===== config.mk =====
export PLATFORM = sky130hd
export DESIGN_NAME = sample_averager
export DESIGN_NICKNAME = d
export VERILOG_FILES = /design/src/rtl/avg_pkg.sv /design/src/rtl/avg_cfg_sat.sv /design/src/rtl/avg_ctrl.sv /design/src/rtl/avg_datapath.sv /design/src/rtl/sample_averager.sv
export SDC_FILE = /design/constraint.sdc
export NUM_CORES = 1
export LEC_CHECK = 0
export BUFFER_PORTS_ARGS = -buffer_cell sky130_fd_sc_hd__buf_2
export CAP_MARGIN = 20
export CORE_MARGIN = 5
export CORE_UTILIZATION = 30
export CTS_CLUSTER_DIAMETER = 80
export CTS_CLUSTER_SIZE = 24
export DETAILED_ROUTE_END_ITERATION = 10
export PLACE_DENSITY = 0.57
export SLEW_MARGIN = 20
export SYNTH_ARGS = -nofsm -noshare
export SYNTH_HDL_FRONTEND = slang
export SYNTH_SLANG_ARGS = --single-unit

===== constraint.sdc =====
create_clock -name clk -period 16.8 [get_ports clk]
set_input_delay 5.04 -clock clk [delete_from_list [all_inputs] [get_ports clk]]
set_output_delay 5.04 -clock clk [all_outputs]
set_load 0.005 [all_outputs]

===== src/rtl/avg_pkg.sv =====
package avg_pkg;

    typedef enum logic [1:0] {
        ST_PASS    = 2'd0,
        ST_EMPTY   = 2'd1,
        ST_PARTIAL = 2'd2
    } avg_state_t;

endpackage


===== src/rtl/avg_cfg_sat.sv =====
module avg_cfg_sat #(
    parameter int CODE_W  = 3,
    parameter int MAX_LOG = 6,
    parameter int K_W     = 3
) (
    input  logic [CODE_W-1:0] code,
    output logic [K_W-1:0]    k_eff
);

    // Codes beyond the largest supported group clamp to it
    always_comb begin
        if (int'(code) > MAX_LOG) k_eff = K_W'(MAX_LOG);
        else                      k_eff = K_W'(code);
    end

endmodule


===== src/rtl/avg_ctrl.sv =====
module avg_ctrl
    import avg_pkg::*;
#(
    parameter int K_W   = 3,
    parameter int CNT_W = 6
) (
    input  logic             clk,
    input  logic             rst_n,
    input  logic             in_valid,
    input  logic [K_W-1:0]   k_eff,
    input  logic [CNT_W-1:0] cnt,
    output avg_state_t       state,
    output logic [K_W-1:0]   k_held,
    output logic             pass,
    output logic             absorb,
    output logic             fresh,
    output logic             last
);

    avg_state_t       state_nx;
    logic             cfg_change;
    logic [CNT_W:0]   group_len;
    logic [CNT_W-1:0] last_idx;

    assign cfg_change = (k_eff != k_held);
    assign group_len  = (CNT_W+1)'(1) << k_eff;
    assign last_idx   = CNT_W'(group_len - 1'b1);

    // State register and held setting
    always_ff @(posedge clk) begin
        if (!rst_n) begin
            state  <= ST_PASS;
            k_held <= '0;
        end else begin
            state  <= state_nx;
            k_held <= k_eff;
        end
    end

    // Outputs
    always_comb begin
        pass   = (k_eff == '0);
        absorb = 1'b0;
        fresh  = 1'b0;
        last   = 1'b0;
        unique case (state)
            ST_PASS, ST_EMPTY: begin
                if (!pass && in_valid) begin
                    absorb = 1'b1;
                    fresh  = 1'b1;
                end
            end
            ST_PARTIAL: begin
                if (!pass && in_valid) begin
                    absorb = 1'b1;
                    fresh  = cfg_change;
                    last   = !cfg_change && (cnt == last_idx);
                end
            end
            default: ;
        endcase
    end

    // Next state
    always_comb begin
        if (pass)            state_nx = ST_PASS;
        else if (last)       state_nx = ST_EMPTY;
        else if (absorb)     state_nx = ST_PARTIAL;
        else if (cfg_change) state_nx = ST_EMPTY;
        else                 state_nx = state;
    end

    // A group closes only under the setting it was started with
    p_close_same_cfg_r6: assert property (@(posedge clk) disable iff (!rst_n)
        last |-> (state == ST_PARTIAL) && (k_eff == k_held));

    // Bypass is entered whenever the code reads zero
    p_zero_code_pass_r1: assert property (@(posedge clk) disable iff (!rst_n)
        (k_eff == '0) |=> (state == ST_PASS));

endmodule


===== src/rtl/avg_datapath.sv =====
module avg_datapath #(
    parameter int DATA_W  = 10,
    parameter int MAX_LOG = 6,
    parameter int K_W     = 3,
    parameter int CNT_W   = 6,
    parameter int ACC_W   = 16
) (
    input  logic              clk,
    input  logic              rst_n,
    input  logic              absorb,
    input  logic              fresh,
    input  logic              last,
    input  logic [K_W-1:0]    k_eff,
    input  logic [DATA_W-1:0] in_data,
    output logic [CNT_W-1:0]  cnt_q,
    output logic [DATA_W-1:0] avg_data
);

    localparam int NSHIFT = 1 << K_W;

    logic [ACC_W-1:0]  acc_q;
    logic [ACC_W-1:0]  base;
    logic [ACC_W:0]    sum_wide;
    logic [ACC_W-1:0]  sum;
    logic [DATA_W-1:0] shifted [NSHIFT];

    assign base     = fresh ? '0 : acc_q;
    assign sum_wide = {1'b0, base} + (ACC_W+1)'(in_data);
    assign sum      = sum_wide[ACC_W-1:0];

    // One truncating shifter per code; codes past MAX_LOG reuse the largest
    for (genvar g = 0; g < NSHIFT; g++) begin : g_shift
        localparam int SH = (g > MAX_LOG) ? MAX_LOG : g;
        assign shifted[g] = DATA_W'(sum >> SH);
    end

    assign avg_data = shifted[k_eff];

    always_ff @(posedge clk) begin
        if (!rst_n) begin
            acc_q <= '0;
            cnt_q <= '0;
        end else if (absorb) begin
            if (last) begin
                acc_q <= '0;
                cnt_q <= '0;
            end else begin
                acc_q <= sum;
                cnt_q <= fresh ? CNT_W'(1) : CNT_W'(cnt_q + 1'b1);
            end
        end
    end

    p_no_overflow_r8: assert property (@(posedge clk) disable iff (!rst_n)
        absorb |-> !sum_wide[ACC_W]);

endmodule


===== src/rtl/sample_averager.sv =====
module sample_averager
    import avg_pkg::*;
#(
    parameter int DATA_W  = 10,
    parameter int CODE_W  = 3,
    parameter int MAX_LOG = 6
) (
    input  logic              clk,
    input  logic              rst_n,
    input  logic [CODE_W-1:0] avg_code,
    input  logic              in_valid,
    input  logic [DATA_W-1:0] in_data,
    output logic              out_valid,
    output logic [DATA_W-1:0] out_data
);

    localparam int K_W   = $clog2(MAX_LOG + 1);
    localparam int CNT_W = MAX_LOG;
    localparam int ACC_W = DATA_W + MAX_LOG;

    logic [K_W-1:0]    k_eff;
    logic [K_W-1:0]    k_held;
    logic [CNT_W-1:0]  cnt_q;
    logic [DATA_W-1:0] avg_data;
    logic              pass, absorb, fresh, last;
    avg_state_t        state;

    avg_cfg_sat #(.CODE_W(CODE_W), .MAX_LOG(MAX_LOG), .K_W(K_W)) u_sat (
        .code  (avg_code),
        .k_eff (k_eff)
    );

    avg_ctrl #(.K_W(K_W), .CNT_W(CNT_W)) u_ctrl (
        .clk      (clk),
        .rst_n    (rst_n),
        .in_valid (in_valid),
        .k_eff    (k_eff),
        .cnt      (cnt_q),
        .state    (state),
        .k_held   (k_held),
        .pass     (pass),
        .absorb   (absorb),
        .fresh    (fresh),
        .last     (last)
    );

    avg_datapath #(
        .DATA_W(DATA_W), .MAX_LOG(MAX_LOG), .K_W(K_W),
        .CNT_W(CNT_W), .ACC_W(ACC_W)
    ) u_dp (
        .clk      (clk),
        .rst_n    (rst_n),
        .absorb   (absorb),
        .fresh    (fresh),
        .last     (last),
        .k_eff    (k_eff),
        .in_data  (in_data),
        .cnt_q    (cnt_q),
        .avg_data (avg_data)
    );

    assign out_valid = pass ? in_valid : last;
    assign out_data  = pass ? in_data  : avg_data;

    p_valid_needs_sample_r3: assert property (@(posedge clk) disable iff (!rst_n)
        out_valid |-> in_valid);

    p_partial_count_r2: assert property (@(posedge clk) disable iff (!rst_n)
        (state == ST_PARTIAL) |-> (cnt_q != '0) && ((cnt_q >> k_held) == '0));

    p_fresh_after_emit_r5: assert property (@(posedge clk) disable iff (!rst_n)
        (out_valid && k_eff != '0) |=> (cnt_q == '0));

    p_discard_r6: assert property (@(posedge clk) disable iff (!rst_n)
        (state == ST_PARTIAL && k_eff != k_held && k_eff != '0) |-> !out_valid);

    p_idle_hold_r7: assert property (@(posedge clk) disable iff (!rst_n)
        (!in_valid && k_eff == k_held) |=> $stable(cnt_q));

endmodule


==> results of run 1 <==
per-stage QoR:
| stage | setup WS (ps) | utilization [%] |
|---|---|---|
| after CTS | 2160 | 33.8 |
| after global routing | 1770 | 33.8 |
| after detailed placement | 2160 | 33.2 |
| final | 2140 | 33.8 |
| after global placement | 2200 | 33.2 |
| after floorplan | 3260 | - |
tightest hold or removal path, cell delays in order, from the launching register on:
cell	delay, ps
dfxtp_1	320
nand2_1	50
a21oi_1	50
final cells by class:
type | count | area share (%)
clock buffers | 3 | 1.39
repair buffers | 28 | 4.88
well taps | 108 | 4.55
multi-input cells | 306 | 69.2
inverters | 13 | 1.64
flip-flops and latches | 27 | 18.2
clock inverters | 1 | 0.168
layer usage:
| metal | global-route usage [%] | share of wire (%) |
|---|---|---|
| met1 | 20.1 | 45 |
| met5 | 0 | 0 |
| met4 | 4.07 | 1.8 |
| met3 | 1.89 | 4.7 |
| met2 | 25.8 | 48 |
power breakdown:
part	internal, W	leakage (nW)	switching, W	total (W)
logic	0.0000273	0.889	0.0000424	0.0000698
registers	0.0000673	0.221	0.00000289	0.0000702
clock network	0.0000167	0.0255	0.0000216	0.0000383
total	0.000111	1.14	0.0000669	0.000178
state kept, by name, indices dropped and copies added (netlist names):
name	cells
u_ctrl.state	2
u_dp.acc_q	16
u_ctrl.k_held	3
u_dp.cnt_q	6
Yosys cell counts, drive strengths merged (5+ instances only):
library cell	instances	area (sq um)
ha	11	138
o211ai	5	37.5
and3	9	56.3
o221a	5	65.1
a211oi	11	82.6
dfxtp	27	541
nand3	14	70.1
clkbuf	14	52.6
nor2b	10	62.6
or2	5	31.3
o21ai	12	60.1
nor3	21	115
a21o	8	60.1
nand2b	5	31.3
xnor2	8	70.1
inv	13	48.8
a22oi	8	60.1
a21oi	25	125
nor2	29	111
nand2	40	150
a31oi	5	46.3
nor4	6	37.5
buf	8	43.8
worst paths after layout:
kind | startpoint | to | slack, ps
worst max register to register | u_ctrl.k_held[2]$_SDFF_PN0_ | u_dp.acc_q[11]$_SDFFE_PN0P_ | 12550
worst max-delay path | avg_code[1] | out_data[7] | 2140
worst min register to register | u_dp.acc_q[5]$_SDFFE_PN0P_ | u_dp.acc_q[5]$_SDFFE_PN0P_ | 460
worst min-delay path | u_dp.acc_q[5]$_SDFFE_PN0P_ | u_dp.acc_q[5]$_SDFFE_PN0P_ | 460
kinds of logic (layout without fill, tap and decap cells):
group                    Yosys count  in the layout  synth area share (%)
AND/OR/NAND/NOR                  163            163                  30.7
AO/OA/AOI/OAI                    114            114                  30.7
buffers and inverters             35             45                  5.29
flip-flops                        27             27                  19.7
adder cells (fa/ha/maj)           12             12                  5.75
XOR/XNOR                           9              9                  2.87
multiplexers                       8              8                  4.93
==> impl_metrics.csv, run 1 <==
group,metric,value,unit
critical_path,cp-start-kind,"primary input",
die,num_rows,34,
synth,synth_edf_count,0,
sta,slew_headroom,54.2,%
cells_and_area,stdcell_count,486,
critical_path,cp.required,11760,ps
clock_network,cts_tree,"yes",
clock_network,cts_buffer_depth,2,
die,core,0.00881,sq mm
clock_network,cts_resized,0,
cells_and_area,area_delta_synth_final,8.39,%
critical_path,path_buf_inv,3,
clock_network,htreeDepth,1,
clock_network,cts_buffers,3,
critical_path,slowest_delay,550,ps
synth,ys_warn_count,0,
sta,whs,459,ps
pwr,ir_worst_vdd,0.0362,mV
worst_hold_path,whs_path_depth,2,
sta,post-route-min-period,14660,ps
placed_design,dp_hpwl,6370,um
worst_hold_path,hold_path.class,"register to register",
die,die_h,106,um
sta,fmax,68.2,MHz
pwr,power.leakage,1.14,nW
die,die_x,106,um
cells_and_area,final_cell_mix,"40 x nand2_1, 28 x nor2_1, 27 x dfxtp_1, 26 x buf_2, 25 x a21oi_1",
global_routing,grt_antenna_before_repair,0,
clock_network,clock-sinks,27,
cells_and_area,ff_latch_area,541,sq um
critical_path,r2r_cells,14,
cells_and_area,drive_gt1_share,13.5,%
sta,fin_crit_sh,87.3,%
die,die-area,0.0112,sq mm
route,drc_errors,0,
route,ant_nets,0,
clock_network,clock_latency,280,ps
synth,ys_seq_elements,27,
route,avgViaCountPerCell,5.91,
die,initial_utilization,31.1,%
clock_network,hold_buffers,0,
critical_path,path_class,"primary input to output port",
run_status,status,"finished, final reports clean",
run,maxCapViolCount,0,
sta,skew,3.85,ps
cells_and_area,nNetsFinal,407,
critical_path,cp.depth,16,
cells_and_area,layout_commonest_cell,"nand2_1",
clock_network,path_clk_slew,100,ps
pwr,p_per_area,59.9,mW/mm^2
sta,final_hold_viol_count,0,
cells_and_area,n_fill_cell,929,
critical_path,endpoint_kind,"output port",
synth,synth_seq_area_share,19.7,%
global_routing,overflow,0,
placed_design,routabilityCongestion,0.856,
global_routing,grt_pass1_vias,2690,
route,wl_per_cell,17.6,um
synth,synthCells,368,
critical_path,cpLargestDelayFamily,"compound AO/OA/AOI/OAI gates",
synth,syn_area_per_cell,7.45,sq um
pwr,power.total,0.000178,W
sta,setup_viol,0,
critical_path,cp_common_cell,"buf_2",
cells_and_area,antenna_cells,0,
critical_path,slowest_stage,"or4_1",
sta,slew_viol_final,0,
sta,worst_pin_slew,686,ps
synth,yosys_most_used_dff,"dfxtp_1",
clock_network,post_cts_buffers,0,
critical_path,crit_chain,"buf_2, or2_1, or4_1, a31oi_4, nor2_1, buf_4, nor2b_1, ha_1, a21oi_1, o211ai_1, nand2_1, nand3_1, a21o_1, mux4_2, o22ai_1, buf_2",
placed_design,placed_area,0.00293,sq mm
route,drt_pass1_iterations,5,
synth,syn_area,0.00274,sq mm
die,pin_count,27,
route,wirelength,8580,um
clock_network,cts_root_buf,"clkbuf_8",
synth,yosysUniqueCellTypes,64,
sta,tns,0,ps
cells_and_area,design_area,0.00297,sq mm
global_routing,track_usage,15.1,%
cells_and_area,multi_input_area,0.00206,sq mm
synth,synth_fp_nets,396,
global_routing,grt_pass1_wl,13900,um
critical_path,cp_max_fo,31,
placed_design,dp.cells,482,
placed_design,port_buffers,26,
route,drtIter0Drc,219,
critical_path,worstPathArrival,9620,ps
synth,synth_async_sr_flop_share,0,%
route,num_vias,2871,
global_routing,grt_max_degree,32,
sta,rsz0062_at_grt,"false",
No activity file was read; power rests on OpenSTA's default activity.
==> inputs of run 2 (changes only) <==
--- a/config.mk
+++ b/config.mk
@@ -12,7 +12,6 @@
 export CTS_CLUSTER_DIAMETER = 80
 export CTS_CLUSTER_SIZE = 24
 export DETAILED_ROUTE_END_ITERATION = 10
-export PLACE_DENSITY = 0.57
 export SLEW_MARGIN = 20
 export SYNTH_ARGS = -nofsm -noshare
 export SYNTH_HDL_FRONTEND = slang
==> run 2 against run 1 <==
Effect of this change: final cell count shrank 0.41%; critical path depth shrank 2; first-iteration DRC count fell by 23%; clock power grew 3%; critical endpoint is now out_data[5]; largest cell class unchanged; non-clock buffer count down 2.
==> impl_metrics.csv, run 2 (synthesis gave the netlist of run 1 again) <==
group,metric,value,unit
run_status,status,"finished, final reports clean",
global_routing,grt_pass1_wl,13600,um
sta,whs,463,ps
critical_path,endpoint_kind,"output port",
critical_path,cp_common_cell,"buf_2",
sta,fin_ws,1710,ps
worst_hold_path,worstHoldEndpoint,"u_dp.acc_q[5]$_SDFFE_PN0P_",
sta,final_hold_viol_count,0,
critical_path,worstPathArrival,10050,ps
critical_path,slowest_delay,830,ps
sta,slew_headroom,31.6,%
cells_and_area,nNetsFinal,405,
cells_and_area,top_register,"u_dp.acc_q",
cells_and_area,drive_gt1_share,13.3,%
cells_and_area,final_cell_mix,"40 x nand2_1, 27 x nor2_1, 27 x dfxtp_1, 26 x buf_2, 25 x a21oi_1",
worst_hold_path,hold_start,"u_dp.acc_q[5]$_SDFFE_PN0P_",
pwr,pwr-share-comb,38.4,%
clock_network,clock-sinks,27,
die,core,0.00881,sq mm
sta,worst_pin_slew,1020,ps
die,die-area,0.0112,sq mm
cells_and_area,design_area,0.00296,sq mm
route,avgViaCountPerCell,5.92,
cells_and_area,antenna_cells,0,
pwr,power.share.sequential,39.4,%
clock_network,post_cts_buffers,0,
die,initial_utilization,31.1,%
global_routing,grt_antenna_before_repair,0,
sta,rsz0062_at_grt,"false",
route,wirelength,8310,um
clock_network,clock_latency,280,ps
placed_design,pre_cts_slack,1710,ps
run,maxCapViolCount,0,
global_routing,track_usage,14.6,%
cells_and_area,multi_input_area,0.00206,sq mm
clock_network,cts_resized,0,
critical_path,r2r_slack,12280,ps
cells_and_area,largest_reg_flops,16,
critical_path,reg2reg_from,"u_ctrl.k_held[2]$_SDFF_PN0_",
placed_design,port_buffers,26,
route,ant_nets,0,
placed_design,dp_hpwl,6160,um
clock_network,path_clk_slew,110,ps
route,num_vias,2863,
clock_network,htreeDepth,1,
cells_and_area,layout_commonest_cell,"nand2_1",
pwr,pwr-share-clk,22.3,%
critical_path,path_class,"primary input to output port",
die,pin_count,27,
sta,tns,0,ps
pwr,p_int,0.000111,W
sta,fmax,66.3,MHz
die,die_h,106,um
clock_network,cts_tree,"yes",
placed_design,routabilityCongestion,0.843,
critical_path,cp.required,11760,ps
critical_path,cpLargestDelayFamily,"compound AO/OA/AOI/OAI gates",
die,die_x,106,um
cells_and_area,post-route-util,33.6,%
route,drc_errors,0,
sta,setup_viol,0,
critical_path,r2r_cells,12,
global_routing,grt_pass1_vias,2679,
placed_design,placed_area,0.00291,sq mm
clock_network,cts_buffers,3,
sta,slew_viol_final,0,
pwr,power.leakage,1.12,nW
route,drt_pass1_iterations,5,
critical_path,slowest_stage,"nor2_1",
cells_and_area,ff_latch_area,541,sq um
cells_and_area,n_fill_cell,938,
die,num_rows,34,
global_routing,overflow,0,
clock_network,cts_buffer_depth,2,
worst_hold_path,whs_path_depth,2,
sta,fin_crit_sh,89.8,%
cells_and_area,area_delta_synth_final,8.03,%
pwr,ir_worst_vdd,0.0330,mV
critical_path,path_buf_inv,3,
clock_network,hold_buffers,0,
route,drtIter0Drc,169,
global_routing,grt_max_degree,32,
critical_path,reg2reg_to,"u_dp.acc_q[10]$_SDFFE_PN0P_",
sta,post-route-min-period,15090,ps
sta,skew,7.77,ps
critical_path,crit_chain,"buf_2, nor4bb_1, a22oi_1, a31oi_4, nor2_1, nor2b_1, ha_1, a21oi_1, inv_1, a211oi_1, nor3_1, a21o_1, mux4_2, buf_2",
critical_path,cp_max_fo,29,
clock_network,cts_root_buf,"clkbuf_8",
worst_hold_path,hold_path.class,"register to register",
cells_and_area,top_regs,"u_dp.acc_q x16, u_dp.cnt_q x6, u_ctrl.k_held x3",
pwr,swShare,37.6,%
pwr,p_sw,0.0000669,W
pwr,p_per_area,60.1,mW/mm^2
route,wl_per_cell,17.2,um
critical_path,cp-start-kind,"primary input",
## run 2: cell count changes in the layout (fill, tap and decap cells not counted)
cell and change:
nor2_2 +1, clkinvlp_4 +1, clkinv_2 -1, nor2_1 -1, buf_4 -2
## run 2: worst register-to-register path: cells and delay by family (launching register included)
kind / cells / cell delay, ps
AOI/OAI and AO/OA: 5 / 1940
adders and majority gates: 1 / 410
buffers and inverters: 1 / 160
DFF: 1 / 450
and+or+nand+nor: 5 / 1450
## run 2: worst max path at each step
| stage | start | to | slack [ps] | depth (start not counted) |
|---|---|---|---|---|
| floorplan | avg_code[2] | out_data[5] | 3260 | 17 |
| global placement | avg_code[2] | out_data[5] | 1760 | 14 |
| detailed placement | avg_code[2] | out_data[5] | 1710 | 14 |
| CTS | avg_code[2] | out_data[5] | 1700 | 14 |
| global route | avg_code[2] | out_data[5] | 1330 | 14 |
| finish | avg_code[2] | out_data[5] | 1710 | 14 |
## run 2: final cells by class
| class | count | share of cell area, % |
|---|---|---|
| clock buffer | 3 | 1.39 |
| clock inverter | 1 | 0.253 |
| inverter | 13 | 1.65 |
| multi-input combinational | 306 | 69.5 |
| sequential | 27 | 18.2 |
| tap | 108 | 4.56 |
| timing repair buffer | 26 | 4.39 |
## run 2: metal layers
| metal | vias up | wire length (um) | GRT usage [%] |
|---|---|---|---|
| li1 | 1407 | - | - |
| met1 | 1355 | 3750 | 19.7 |
| met2 | 91 | 3990 | 24.8 |
| met3 | 10 | 469 | 1.77 |
| met4 | 0 | 105 | 3.52 |
| met5 | - | 0 | 0 |
## run 2: per-stage QoR
stage	instances	total power [W]
6_report	484	0.000178
5_1_grt	484	0.000189
4_1_cts	484	0.000179
3_5_place_dp	480	0.000139
3_3_place_gp	480	0.000139
2_1_floorplan	368	0.000120
## run 2: power by group through the flow
stage / clock network [W] / logic [W] / registers (W)
2_1_floorplan: 0 / 0.0000496 / 0.0000704
3_3_place_gp: 0 / 0.0000674 / 0.0000713
3_5_place_dp: 0 / 0.0000677 / 0.0000715
4_1_cts: 0.0000406 / 0.0000682 / 0.0000700
5_1_grt: 0.0000430 / 0.0000758 / 0.0000705
6_report: 0.0000396 / 0.0000683 / 0.0000701
